$ cat src/rtl/aei_pkg.sv
package aei_pkg;
  localparam int NUM_AXES = 3;
  localparam int FLAG_W   = 2 * NUM_AXES;

  typedef enum logic {
    COMB_OR  = 1'b0,
    COMB_AND = 1'b1
  } comb_mode_e;
endpackage

$ cat src/rtl/aei_axis_cmp.sv
module aei_axis_cmp #(
  parameter int SAMPLE_W = 16
) (
  input  logic [SAMPLE_W-1:0] smp,
  input  logic [SAMPLE_W-1:0] thresh,
  input  logic                hi_en,
  input  logic                lo_en,
  output logic                hi_evt,
  output logic                lo_evt
);
  logic [SAMPLE_W-1:0] mag;

  // two's complement magnitude; the most negative value maps onto 2^(W-1)
  always_comb begin
    if (smp[SAMPLE_W-1]) mag = ~smp + 1'b1;
    else                 mag = smp;
  end

  assign hi_evt = hi_en && (mag > thresh);
  assign lo_evt = lo_en && (mag < thresh);
endmodule

$ cat src/rtl/aei_combine.sv
module aei_combine
  import aei_pkg::*;
(
  input  logic [NUM_AXES-1:0] hi_evt,
  input  logic [NUM_AXES-1:0] lo_evt,
  input  logic [NUM_AXES-1:0] hi_en,
  input  logic [NUM_AXES-1:0] lo_en,
  input  comb_mode_e          mode,
  output logic                cond,
  output logic [FLAG_W-1:0]   ev_flags
);
  logic [FLAG_W-1:0] en_all;
  logic              any_en;
  logic              or_hit;
  logic              and_hit;

  for (genvar a = 0; a < NUM_AXES; a++) begin : g_pack
    assign ev_flags[2*a]   = hi_evt[a];
    assign ev_flags[2*a+1] = lo_evt[a];
    assign en_all[2*a]     = hi_en[a];
    assign en_all[2*a+1]   = lo_en[a];
  end

  assign any_en  = |en_all;
  assign or_hit  = |ev_flags;
  assign and_hit = any_en && (&(ev_flags | ~en_all));

  always_comb begin
    case (mode)
      COMB_AND: cond = and_hit;
      default:  cond = or_hit;
    endcase
  end
endmodule

$ cat src/rtl/aei_dwell.sv
module aei_dwell #(
  parameter int DUR_W = 8
) (
  input  logic             clk,
  input  logic             rst_n,
  input  logic             valid,
  input  logic             cond,
  input  logic [DUR_W-1:0] dur,
  output logic             qual
);
  localparam logic [DUR_W-1:0] CNT_MAX = '1;

  logic [DUR_W-1:0] run_q;
  logic [DUR_W-1:0] run_d;
  logic             run_en;

  // run_q counts earlier consecutive true samples, so the run is run_q+1
  assign qual   = cond && (run_q >= dur);
  assign run_en = valid;

  always_comb begin
    if (!cond)                run_d = '0;
    else if (run_q == CNT_MAX) run_d = run_q;
    else                      run_d = run_q + 1'b1;
  end

  always_ff @(posedge clk or negedge rst_n) begin
    if (!rst_n)      run_q <= '0;
    else if (run_en) run_q <= run_d;
  end
endmodule

$ cat src/rtl/aei_status.sv
module aei_status
  import aei_pkg::*;
(
  input  logic              clk,
  input  logic              rst_n,
  input  logic              valid,
  input  logic              qual,
  input  logic [FLAG_W-1:0] ev_flags,
  input  logic              latch_mode,
  input  logic              ack,
  output logic              active,
  output logic [FLAG_W-1:0] flags
);
  logic              active_q, active_d;
  logic [FLAG_W-1:0] flags_q, flags_d;
  logic              upd_en;
  logic              base_act;
  logic [FLAG_W-1:0] base_flags;
  logic              hit;

  assign hit = valid && qual;

  always_comb begin
    base_act   = ack ? 1'b0 : active_q;
    base_flags = ack ? '0   : flags_q;
    if (latch_mode) begin
      upd_en   = valid || ack;
      active_d = base_act || hit;
      flags_d  = base_flags | (hit ? ev_flags : '0);
    end else begin
      upd_en   = valid;
      active_d = qual;
      flags_d  = qual ? ev_flags : '0;
    end
  end

  always_ff @(posedge clk or negedge rst_n) begin
    if (!rst_n) begin
      active_q <= 1'b0;
      flags_q  <= '0;
    end else if (upd_en) begin
      active_q <= active_d;
      flags_q  <= flags_d;
    end
  end

  assign active = active_q;
  assign flags  = flags_q;
endmodule

$ cat src/rtl/axis_event_irq.sv
module axis_event_irq
  import aei_pkg::*;
#(
  parameter int SAMPLE_W = 16,
  parameter int DUR_W    = 8
) (
  input  logic                clk,
  input  logic                rst_n,
  input  logic                smp_valid,
  input  logic [SAMPLE_W-1:0] smp_x,
  input  logic [SAMPLE_W-1:0] smp_y,
  input  logic [SAMPLE_W-1:0] smp_z,
  input  logic [2:0]          cfg_hi_en,
  input  logic [2:0]          cfg_lo_en,
  input  logic                cfg_and,
  input  logic                cfg_latch,
  input  logic [SAMPLE_W-1:0] cfg_thresh,
  input  logic [DUR_W-1:0]    cfg_dur,
  input  logic                ack_rd,
  output logic                irq,
  output logic                src_active,
  output logic [5:0]          src_flags
);
  logic [1:0]          rst_sync_q;
  logic                rst_int_n;
  logic [SAMPLE_W-1:0] smp_arr [NUM_AXES];
  logic [NUM_AXES-1:0] hi_evt;
  logic [NUM_AXES-1:0] lo_evt;
  logic [FLAG_W-1:0]   ev_flags;
  logic                cond;
  logic                qual;
  comb_mode_e          mode;

  // asynchronous assertion, synchronous release
  always_ff @(posedge clk or negedge rst_n) begin
    if (!rst_n) rst_sync_q <= 2'b00;
    else        rst_sync_q <= {rst_sync_q[0], 1'b1};
  end
  assign rst_int_n = rst_sync_q[1];

  assign smp_arr[0] = smp_x;
  assign smp_arr[1] = smp_y;
  assign smp_arr[2] = smp_z;
  assign mode = cfg_and ? COMB_AND : COMB_OR;

  for (genvar a = 0; a < NUM_AXES; a++) begin : g_axis
    aei_axis_cmp #(.SAMPLE_W(SAMPLE_W)) i_cmp (
      .smp    (smp_arr[a]),
      .thresh (cfg_thresh),
      .hi_en  (cfg_hi_en[a]),
      .lo_en  (cfg_lo_en[a]),
      .hi_evt (hi_evt[a]),
      .lo_evt (lo_evt[a])
    );
  end

  aei_combine i_comb (
    .hi_evt   (hi_evt),
    .lo_evt   (lo_evt),
    .hi_en    (cfg_hi_en),
    .lo_en    (cfg_lo_en),
    .mode     (mode),
    .cond     (cond),
    .ev_flags (ev_flags)
  );

  aei_dwell #(.DUR_W(DUR_W)) i_dwell (
    .clk   (clk),
    .rst_n (rst_int_n),
    .valid (smp_valid),
    .cond  (cond),
    .dur   (cfg_dur),
    .qual  (qual)
  );

  aei_status i_status (
    .clk        (clk),
    .rst_n      (rst_int_n),
    .valid      (smp_valid),
    .qual       (qual),
    .ev_flags   (ev_flags),
    .latch_mode (cfg_latch),
    .ack        (ack_rd),
    .active     (src_active),
    .flags      (src_flags)
  );

  assign irq = src_active;
endmodule

$ cat config.mk
export PLATFORM = sky130hd
export DESIGN_NAME = axis_event_irq
export DESIGN_NICKNAME = d
export VERILOG_FILES = /design/src/rtl/aei_pkg.sv /design/src/rtl/aei_axis_cmp.sv /design/src/rtl/aei_combine.sv /design/src/rtl/aei_dwell.sv /design/src/rtl/aei_status.sv /design/src/rtl/axis_event_irq.sv
export SDC_FILE = /design/constraint.sdc
export NUM_CORES = 1
export LEC_CHECK = 0
export CAP_MARGIN = 25
export CORE_MARGIN = 2
export CORE_UTILIZATION = 45
export CTS_BUF_LIST = sky130_fd_sc_hd__clkbuf_4 sky130_fd_sc_hd__clkbuf_8
export DETAILED_ROUTE_END_ITERATION = 12
export PLACE_DENSITY = 0.76
export SETUP_SLACK_MARGIN = 0.5
export SKIP_LAST_GASP = 1
export SLEW_MARGIN = 20
export SYNTH_ARGS = -nofsm -noshare
export SYNTH_HDL_FRONTEND = slang
export SYNTH_HIERARCHICAL = 1
export SYNTH_SLANG_ARGS = --single-unit
$ cat constraint.sdc
create_clock -name clk -period 1 [get_ports clk]
set_clock_uncertainty 0.2 [all_clocks]
set_input_delay 0.25 -clock clk [delete_from_list [all_inputs] [get_ports clk]]
set_output_delay 0.25 -clock clk [all_outputs]
set_load 0.01 [all_outputs]
==> results of run 1 <==
per-stage QoR:
stage	total power [W]	util [%]
after floorplan	0.00174	-
after global placement	0.00270	71.9
final	0.00400	84.7
after global routing	0.00421	84.7
after detailed placement	0.00280	71.9
after CTS	0.00355	79.3
layout by cell type (no fill, tap or decap), types with 4 or more instances in the layout:
cell / Yosys / layout
sky130_fd_sc_hd__dfrtp_1: 17 / 16
sky130_fd_sc_hd__clkdlybuf4s50_1: 0 / 55
sky130_fd_sc_hd__o21ai_1: 1 / 4
sky130_fd_sc_hd__nand2_1: 29 / 27
sky130_fd_sc_hd__inv_1: 66 / 58
sky130_fd_sc_hd__nand3_1: 8 / 7
sky130_fd_sc_hd__a21oi_2: 6 / 10
sky130_fd_sc_hd__and4_4: 2 / 5
sky130_fd_sc_hd__or3_1: 7 / 6
sky130_fd_sc_hd__xnor2_1: 30 / 29
sky130_fd_sc_hd__o31ai_1: 13 / 8
sky130_fd_sc_hd__xor2_1: 9 / 8
sky130_fd_sc_hd__buf_2: 0 / 4
sky130_fd_sc_hd__inv_4: 0 / 4
sky130_fd_sc_hd__dlygate4sd2_1: 0 / 5
sky130_fd_sc_hd__buf_4: 7 / 152
sky130_fd_sc_hd__ha_4: 0 / 4
sky130_fd_sc_hd__clkdlybuf4s15_1: 0 / 4
sky130_fd_sc_hd__nor2_1: 12 / 11
sky130_fd_sc_hd__clkbuf_2: 0 / 7
sky130_fd_sc_hd__nor3_1: 9 / 4
sky130_fd_sc_hd__o21ai_0: 22 / 15
sky130_fd_sc_hd__nand4_1: 17 / 17
sky130_fd_sc_hd__buf_8: 0 / 4
sky130_fd_sc_hd__a22o_1: 7 / 7
sky130_fd_sc_hd__a21oi_1: 32 / 27
sky130_fd_sc_hd__buf_6: 2 / 26
sky130_fd_sc_hd__ha_1: 60 / 56
sky130_fd_sc_hd__nand2b_1: 8 / 6
sky130_fd_sc_hd__nor3_2: 1 / 5
cells by family after synthesis:
family | Yosys count
buffers and inverters | 80
adder cells (fa/ha/maj) | 60
other | 1
AO/OA/AOI/OAI | 111
flip-flops | 17
multiplexers | 1
AND/OR/NAND/NOR | 123
XOR/XNOR | 39
state kept, by name, summed over array words and instances, names as in the netlist:
| register | count |
|---|---|
| i_status/active | 1 |
| i_dwell/run_q | 8 |
| i_status/flags | 6 |
| rst_sync_q | 2 |
final timing paths:
kind	slack, ns	end	cells past startpoint
max in group asynchronous	0.44	i_status/flags[4]	1
worst max register to register	-1.38	i_status/flags[3]	8
worst min register to register	0.04	i_dwell/run_q[4]	1
min in group clk	0.17	rst_sync_q[1]	0
worst max-delay path	-3.49	i_status/flags[3]	19
worst min-delay path	-0.07	rst_sync_q[1]	1
per-layer routing:
metal / part of all wire [%] / track usage, %
met5: 0 / 0
met4: 7.6 / 14.0
met3: 8.5 / 4.59
met2: 49 / 57.1
met1: 35 / 35.1
power by group:
part | internal (W) | total (W) | switching [W]
registers | 0.000710 | 0.000727 | 0.0000171
logic | 0.00143 | 0.00273 | 0.00130
clock network | 0.000278 | 0.000547 | 0.000269
total | 0.00242 | 0.00400 | 0.00159
layout make-up:
type                    count  area, um2  area share (%)
clock inverters             1       5.00          0.0814
flip-flops and latches     17        429            6.98
multi-input cells         335       3010            49.0
repair buffers            263       2260            36.8
inverters                  66        270            4.40
clock buffers               3       41.3           0.672
well taps                  99        124            2.02
timing repair:
action / in CTS / in global routing
setup endpoints to repair: 39 / 39
buffers inserted: 41 / 13
cloned: 0 / 0
hold endpoints to repair: 2 / 2
resized for setup: 146 / 87
pin swaps: 45 / 56
==> run summary, run 1 <==
After detailed placement, the design holds a cell count of 726. Cells with a size suffix above 1 make up 42.3% of the layout. The stage delay of the slowest cell on the critical path was 0.60 ns. The simple-gate portion of the synthesized area works out to 20.6%. In this run the tightest slew margin relative to its limit is 52.2%.

Along the worst path, the maximum fanout reaches 7. The tools report the core area as 0.00725 mm2. Launch point of the critical path: smp_x[3].

After synthesis the netlist holds a flip-flop and latch count of 17. TritonCTS built the clock tree. The type of the worst setup path is input pin to flip-flop. The max-slew violation count is 0, and the number of distinct standard cells referenced by the synthesized netlist is 51.

The number of clock sinks came out at 17. The number of DRC violations after detailed-routing iteration 0 is 336, and the complex-gate fraction of the synthesized area is 23.4%. STA puts the critical path data required time at 0.99 ns. STA classifies the critical path startpoint as an input pin. Of the total synthesized cell area, the portion taken by XOR and XNOR cells is 10.1%.

For this run, the number of Yosys warnings is 6. The checks that failed: hold timing, setup timing. The number of global-route vias before repair is 4506. Of all cell types, the one taking the most synthesized area is sky130_fd_sc_hd__ha_1. The synthesized area came out at 0.00337 mm2. The run gives 4635 as the total via count in the routed design.

The most instantiated library cell after synthesis was sky130_fd_sc_hd__inv_1. Summing the sequential cell areas from Yosys gives 12.6% of the chip area. Type of the most critical hold path: input pin to asynchronous set/reset pin. The run gives 223 MHz as the highest clock frequency the design can meet. Multiplexer share of the synthesized area: 0.669%. Worst-case vdd ir drop: 0.000654 V. The first global-routing pass estimated 21.0 mm of wire. Initial antenna violation count: 0. Measured along the x axis, the die boundary spans 90.5 um.

Counting the fill cells in the layout gives 382. The number of buffer and inverter instances along the worst setup path is 5. Yosys mapped a number of flops with a built-in enable equal to 0. In this run, CTS created clock tree buffers numbering 3.

Setup violations remaining at the end of the flow were counted as 23. By area, the combinational part of the netlist is dominated by compound AO/OA/AOI/OAI gates. Once the floorplan was initialized, standard cells occupied 46.4% of the core. The iteration count of the initial detailed-routing pass is 6. Power spread over the standard cell area amounts to 652 mW/mm2. The initialized floorplan defines 31 standard-cell rows. For the summed negative setup slack over all endpoints, the log shows -52.89 ns. Routability-driven placement finished with a final weighted congestion of 0.909. At the later pin of the worst-skew pair, clock insertion delay measures 0.27 ns.

On the critical path, the stage with the largest delay is an instance of sky130_fd_sc_hd__o21ai_0. The routed design has 15.5 mm of wire. The maximum level of the CTS H-tree came out at 1. Setup repair after global routing could not meet its margin everywhere. Dividing the synthesized area by the synthesized cell count gives 7.80 um2. The final critical path time including I/O delays and setup was 4.49 ns. In the routed layout, each cell is associated on average with a via count of 5.91. The top cell family by delay on the critical path is compound AO/OA/AOI/OAI gates. At the placement stage, the worst setup path has a slack of -3.66 ns.

The largest net degree at the start of global routing was 11. Sorting the synthesized cells by area gives the leading types as sky130_fd_sc_hd__ha_1, sky130_fd_sc_hd__dfrtp_1, sky130_fd_sc_hd__xnor2_1, sky130_fd_sc_hd__inv_1, sky130_fd_sc_hd__a21oi_1. The HPWL after detailed placement is 9.19 mm. The layout overhead on the synthesized area was 82.4%; the remaining number of nets flagged by the antenna check after routing was 0. The logs give -0.0651 ns for the worst-case hold slack and 0 for the count of inserted antenna diode cells. The signal on the critical path passes through clkdlybuf4s15_1 > nor3_4 > buf_4 > nand3_1 > nand2_1 > xnor2_1 > ha_1 > nand2_1 > o21ai_0 > a21oi_2 > buf_4 > a31oi_4 > inv_2 > a2111oi_4 > a41o_2 > inv_4 > a221oi_2 > and2_4 > a22o_1. The run finished, with violations left. The tools report the remaining design rule violation count as 0. In the finished design, the share of the clock period the worst path needs comes to 449%. The tools report the final instance area as 0.00614 mm2. Excluding fillers, the count of instances in the completed layout stands at 784. Of all flip-flops after synthesis, the portion carrying an async set or reset was 100%. The startpoint identified for the worst register-to-register timing path is i_dwell/run_q[0]. The die covers 0.00819 mm2. The category of the worst setup path capture point was a flip-flop. In this run the static leakage power is 2.98 nW. Clock-pin slew was measured on the worst setup and hold paths at 0.08 ns. Across every metal layer, demand over resource in global routing totals 31.0%.

The clock passes through at most 2 buffers. The most common flop cell mapped by yosys is sky130_fd_sc_hd__dfrtp_1. STA puts the critical path data arrival time at 4.47 ns. 92 I/O pins were placed. The area share of fa/ha/maj cells after synthesis was 22.3%. For the count of mapped cells out of synthesis, the log shows 432. In this run the biggest area consumer among cell types represents 22.3% of the synthesized area.

The die is 90.5 um tall. For the number of maximum-capacitance violations, the log shows 0. The actual transition at the worst max-transition pin came out at 0.710 ns.

For the number of failing hold endpoints at the final stage, the log shows 2. The cell sitting at the root of the clock tree is a sky130_fd_sc_hd__clkbuf_8. The run gives 0 as the total congestion overflow after global routing.

The final layout contains 830 nets. Counting instances in the post-synthesis netlist gives the leading cell types as sky130_fd_sc_hd__inv_1, sky130_fd_sc_hd__ha_1, sky130_fd_sc_hd__a21oi_1. The area of placed instances was 0.00522 mm2; the number of nets in the synthesized netlist was 576. Input and output buffers added on the ports amount to 91.

The setup slack after layout was -3.49 ns; the final routed wire length divided by cell count was 19.8 um.
No activity file was read; power rests on OpenSTA's default activity.
==> run 2, diff against run 1 <==
- PLACE_DENSITY: 0.76 -> 0.86
==> run summary, run 2 (synthesis gave the netlist of run 1 again) <==
Clock-pin slew was measured on the worst setup and hold paths at 0.08 ns. The area growth from synthesis to layout is 80.6%. After floorplanning, the core was divided into 31 placement rows. Dividing the detail-routed wire length by the instance count gives 23.0 um. The logs give 5 for the iteration count of the initial detailed-routing pass and -0.437 ns for the worst-case hold slack.

The worst endpoint required time is 1.00 ns, and the share of the core filled with cells is 83.9%. For this run, global-route usage on met2 was measured as 59.0%. The die covers 0.00819 mm2.

The setup slack after layout was -3.29 ns; the y dimension of the die was 90.5 um. The longest clock path from root to sink contains 2 buffers. In this run the power density over the cells is 676 mW/mm2. The largest net degree at the start of global routing is 15.

The die is 90.5 um wide. The flip-flop count of the largest register, all copies and words added came out at 8. Setup violations remaining at the end of the flow were counted as 23. The global-route usage over all layers was 33.6%. STA classifies the critical path startpoint as an input pin.

The tools report the number of failing hold endpoints at the final stage as 2. Clock tree synthesis selected as its root buffer the cell sky130_fd_sc_hd__clkbuf_8. TritonCTS built the clock tree. The tools report the reg-to-reg endpoint as i_status/flags[5]. Routability-driven placement finished with a final weighted congestion of 0.984.

The category of the worst setup path capture point is a flip-flop. The first global-routing pass estimated 22.7 mm of wire. The global-route layer with the greatest usage was met2. Setup repair after global routing could not meet its margin everywhere. Internal power comes to 0.00239 W. In this run the standard cell core region covers 0.00725 mm2. Along the worst path, the maximum fanout reaches 7.

Of the cells placed in the final design, the portion with a size suffix greater than 1 is 41.1%. Counting every sink on the clock net gives 17. The run gives 92 as the number of ports placed on the die boundary. For this run, the slowest stage of the critical path takes 0.54 ns. In this run the number of cells on the critical path is 16. The run gives 0 as the number of maximum-capacitance violations. The kind of cell with the highest combined delay along the critical path is compound AO/OA/AOI/OAI gates.

The fraction of power spent switching nets was 41.9%; the proportion of power drawn by the clock network was 13.5%. The depth of the most critical reg-to-reg path works out to 8. Static timing analysis puts the maximum clock frequency at 233 MHz. The number of antenna diodes in the final layout is 0. The final route contains 5081 vias.

Registers are responsible for 17.7% of the overall power. The post-detailed-routing wire length is 18.0 mm. The slowest stage of the critical path belongs to the cell sky130_fd_sc_hd__or4_4. The final cycle utilization of the critical path is 429%, and the latest clock arrival within the worst-skew pair is 0.27 ns. In the final design database the tool counted 828 nets. In this run the worst setup path terminates at i_status/flags[5]. The largest register by flop count is i_dwell/run_q.

The initial antenna violation count is 0. Most frequent standard cell in the layout excluding fill and tap cells: sky130_fd_sc_hd__buf_4. The analysis attributes to net switching a power of 0.00172 W.

The worst hold path belongs to the class input pin to asynchronous set/reset pin. The run gives 0 as the max-slew violation count. Walking the worst path, the cells encountered are dlygate4sd2_1 > or4_4 > o41a_4 > xor2_1 > ha_1 > nand4_1 > a2111o_1 > buf_4 > a31oi_4 > inv_2 > a21oi_2 > a41o_2 > inv_4 > a221oi_2 > and2_4 > a22o_1. The tools report the worst-case vdd ir drop as 0.000900 V.

In the global route stage, met3 resource usage came out at 5.18%. The type of the worst setup path was input pin to flip-flop. For this configuration, the core starts out at a cell density of 46.4%.

The tools report the static power due to leakage as 3.00 nW. The start of the worst register-to-register path is i_dwell/run_q[0]. Of the total power, combinational logic draws 68.8%. The number of buffer and inverter instances along the worst setup path was 4; the number of global-route vias before repair was 4903. For the maximum level of the CTS H-tree, the log shows 1. In the layout the commonest cells are sky130_fd_sc_hd__buf_4, sky130_fd_sc_hd__inv_1, sky130_fd_sc_hd__ha_1, sky130_fd_sc_hd__clkdlybuf4s50_1, sky130_fd_sc_hd__xnor2_1. At the placement stage, the worst setup path has a slack of -3.59 ns.

Using the TritonRoute via totals, the vias-per-cell ratio works out to 6.50. The checks that failed: hold timing, setup timing. The number of input and output port buffers inserted came out at 91. After the first detailed-routing iteration, the DRC count stood at 559.

At the worst endpoint, the arrival time is 4.29 ns. The flow ran to the end, but the final reports show violations. The launch point of the critical path is smp_y[9]. The final critical path time including I/O delays and setup works out to 4.29 ns. In the routed design, unresolved DRC markers number 0.

The half-perimeter wire length after detailed placement was 9.51 mm; the global-route met1 utilization was 38.5%. The number of CTS-inserted buffers came out at 3. Setup slack on the worst reg-to-reg path comes out at -1.36 ns. Remaining number of nets flagged by the antenna check after routing: 0. Summed over all layers, the global routing overflow is 0.
-- run 2: cell types whose count changed in the layout (fill, tap and decap cells not counted), sizes merged --
| cell | previous run | this run |
|---|---|---|
| dlymetal6s2s | 3 | 5 |
| dlygate4sd2 | 5 | 7 |
| buf | 187 | 186 |
| clkbuf | 10 | 6 |
| clkdlybuf4s50 | 55 | 54 |
-- run 2: metrics by stage --
step                total power [W]  cells  hold slack (ns)  cell area, um2  TNS (ns)
CTS                         0.00356    766          -0.0485            5670    -46.59
floorplan                   0.00174    432           -0.246            3400    -40.87
global route                0.00428    782           -0.445            6080    -52.30
finish                      0.00411    782           -0.437            6080    -50.46
detailed placement          0.00279    720          -0.0218            5170    -55.00
global placement            0.00267    720          -0.0334            5170    -52.27
-- run 2: power groups by stage --
stage / logic, W / clock network, W / registers (W)
after floorplan: 0.000986 / 0 / 0.000753
after global placement: 0.00192 / 0 / 0.000744
after detailed placement: 0.00205 / 0 / 0.000746
after CTS: 0.00228 / 0.000552 / 0.000724
after global routing: 0.00294 / 0.000606 / 0.000729
final: 0.00283 / 0.000555 / 0.000728
-- run 2: area by class of cell --
cell class                 instances  area, um2
clock inverter                     1       5.00
inverter                          66        263
clock buffer                       3       41.3
multi-input combinational        335       3010
fill                             334       1170
tap                               99        124
timing repair buffer             261       2210
sequential                        17        429
-- run 2: worst min path at each step --
stage                   from                to  slack (ns)  cells after the start
6_report               rst_n     rst_sync_q[1]       -0.44                      1
5_1_grt                rst_n     rst_sync_q[1]       -0.44                      1
4_1_cts                rst_n     rst_sync_q[1]       -0.05                      1
3_5_place_dp   rst_sync_q[1]  i_dwell/run_q[3]       -0.02                      0
3_3_place_gp   rst_sync_q[1]  i_dwell/run_q[3]       -0.03                      0
2_1_floorplan          rst_n     rst_sync_q[0]       -0.25                      0
-- run 2: timing repair --
action                                  4_1_cts  5_1_grt
endpoints found under the hold margin         2        2
resized for setup                           131       79
setup buffers                                42       16
pin swaps                                    39       49
endpoints found under the setup margin       39       40
cloned                                        0        0
-- run 2: routing by layer --
layer | vias up | wire length (um)
met5 | - | 0
met1 | 2312 | 6120
met2 | 502 | 8230
met3 | 217 | 1890
li1 | 2050 | -
met4 | 0 | 1770
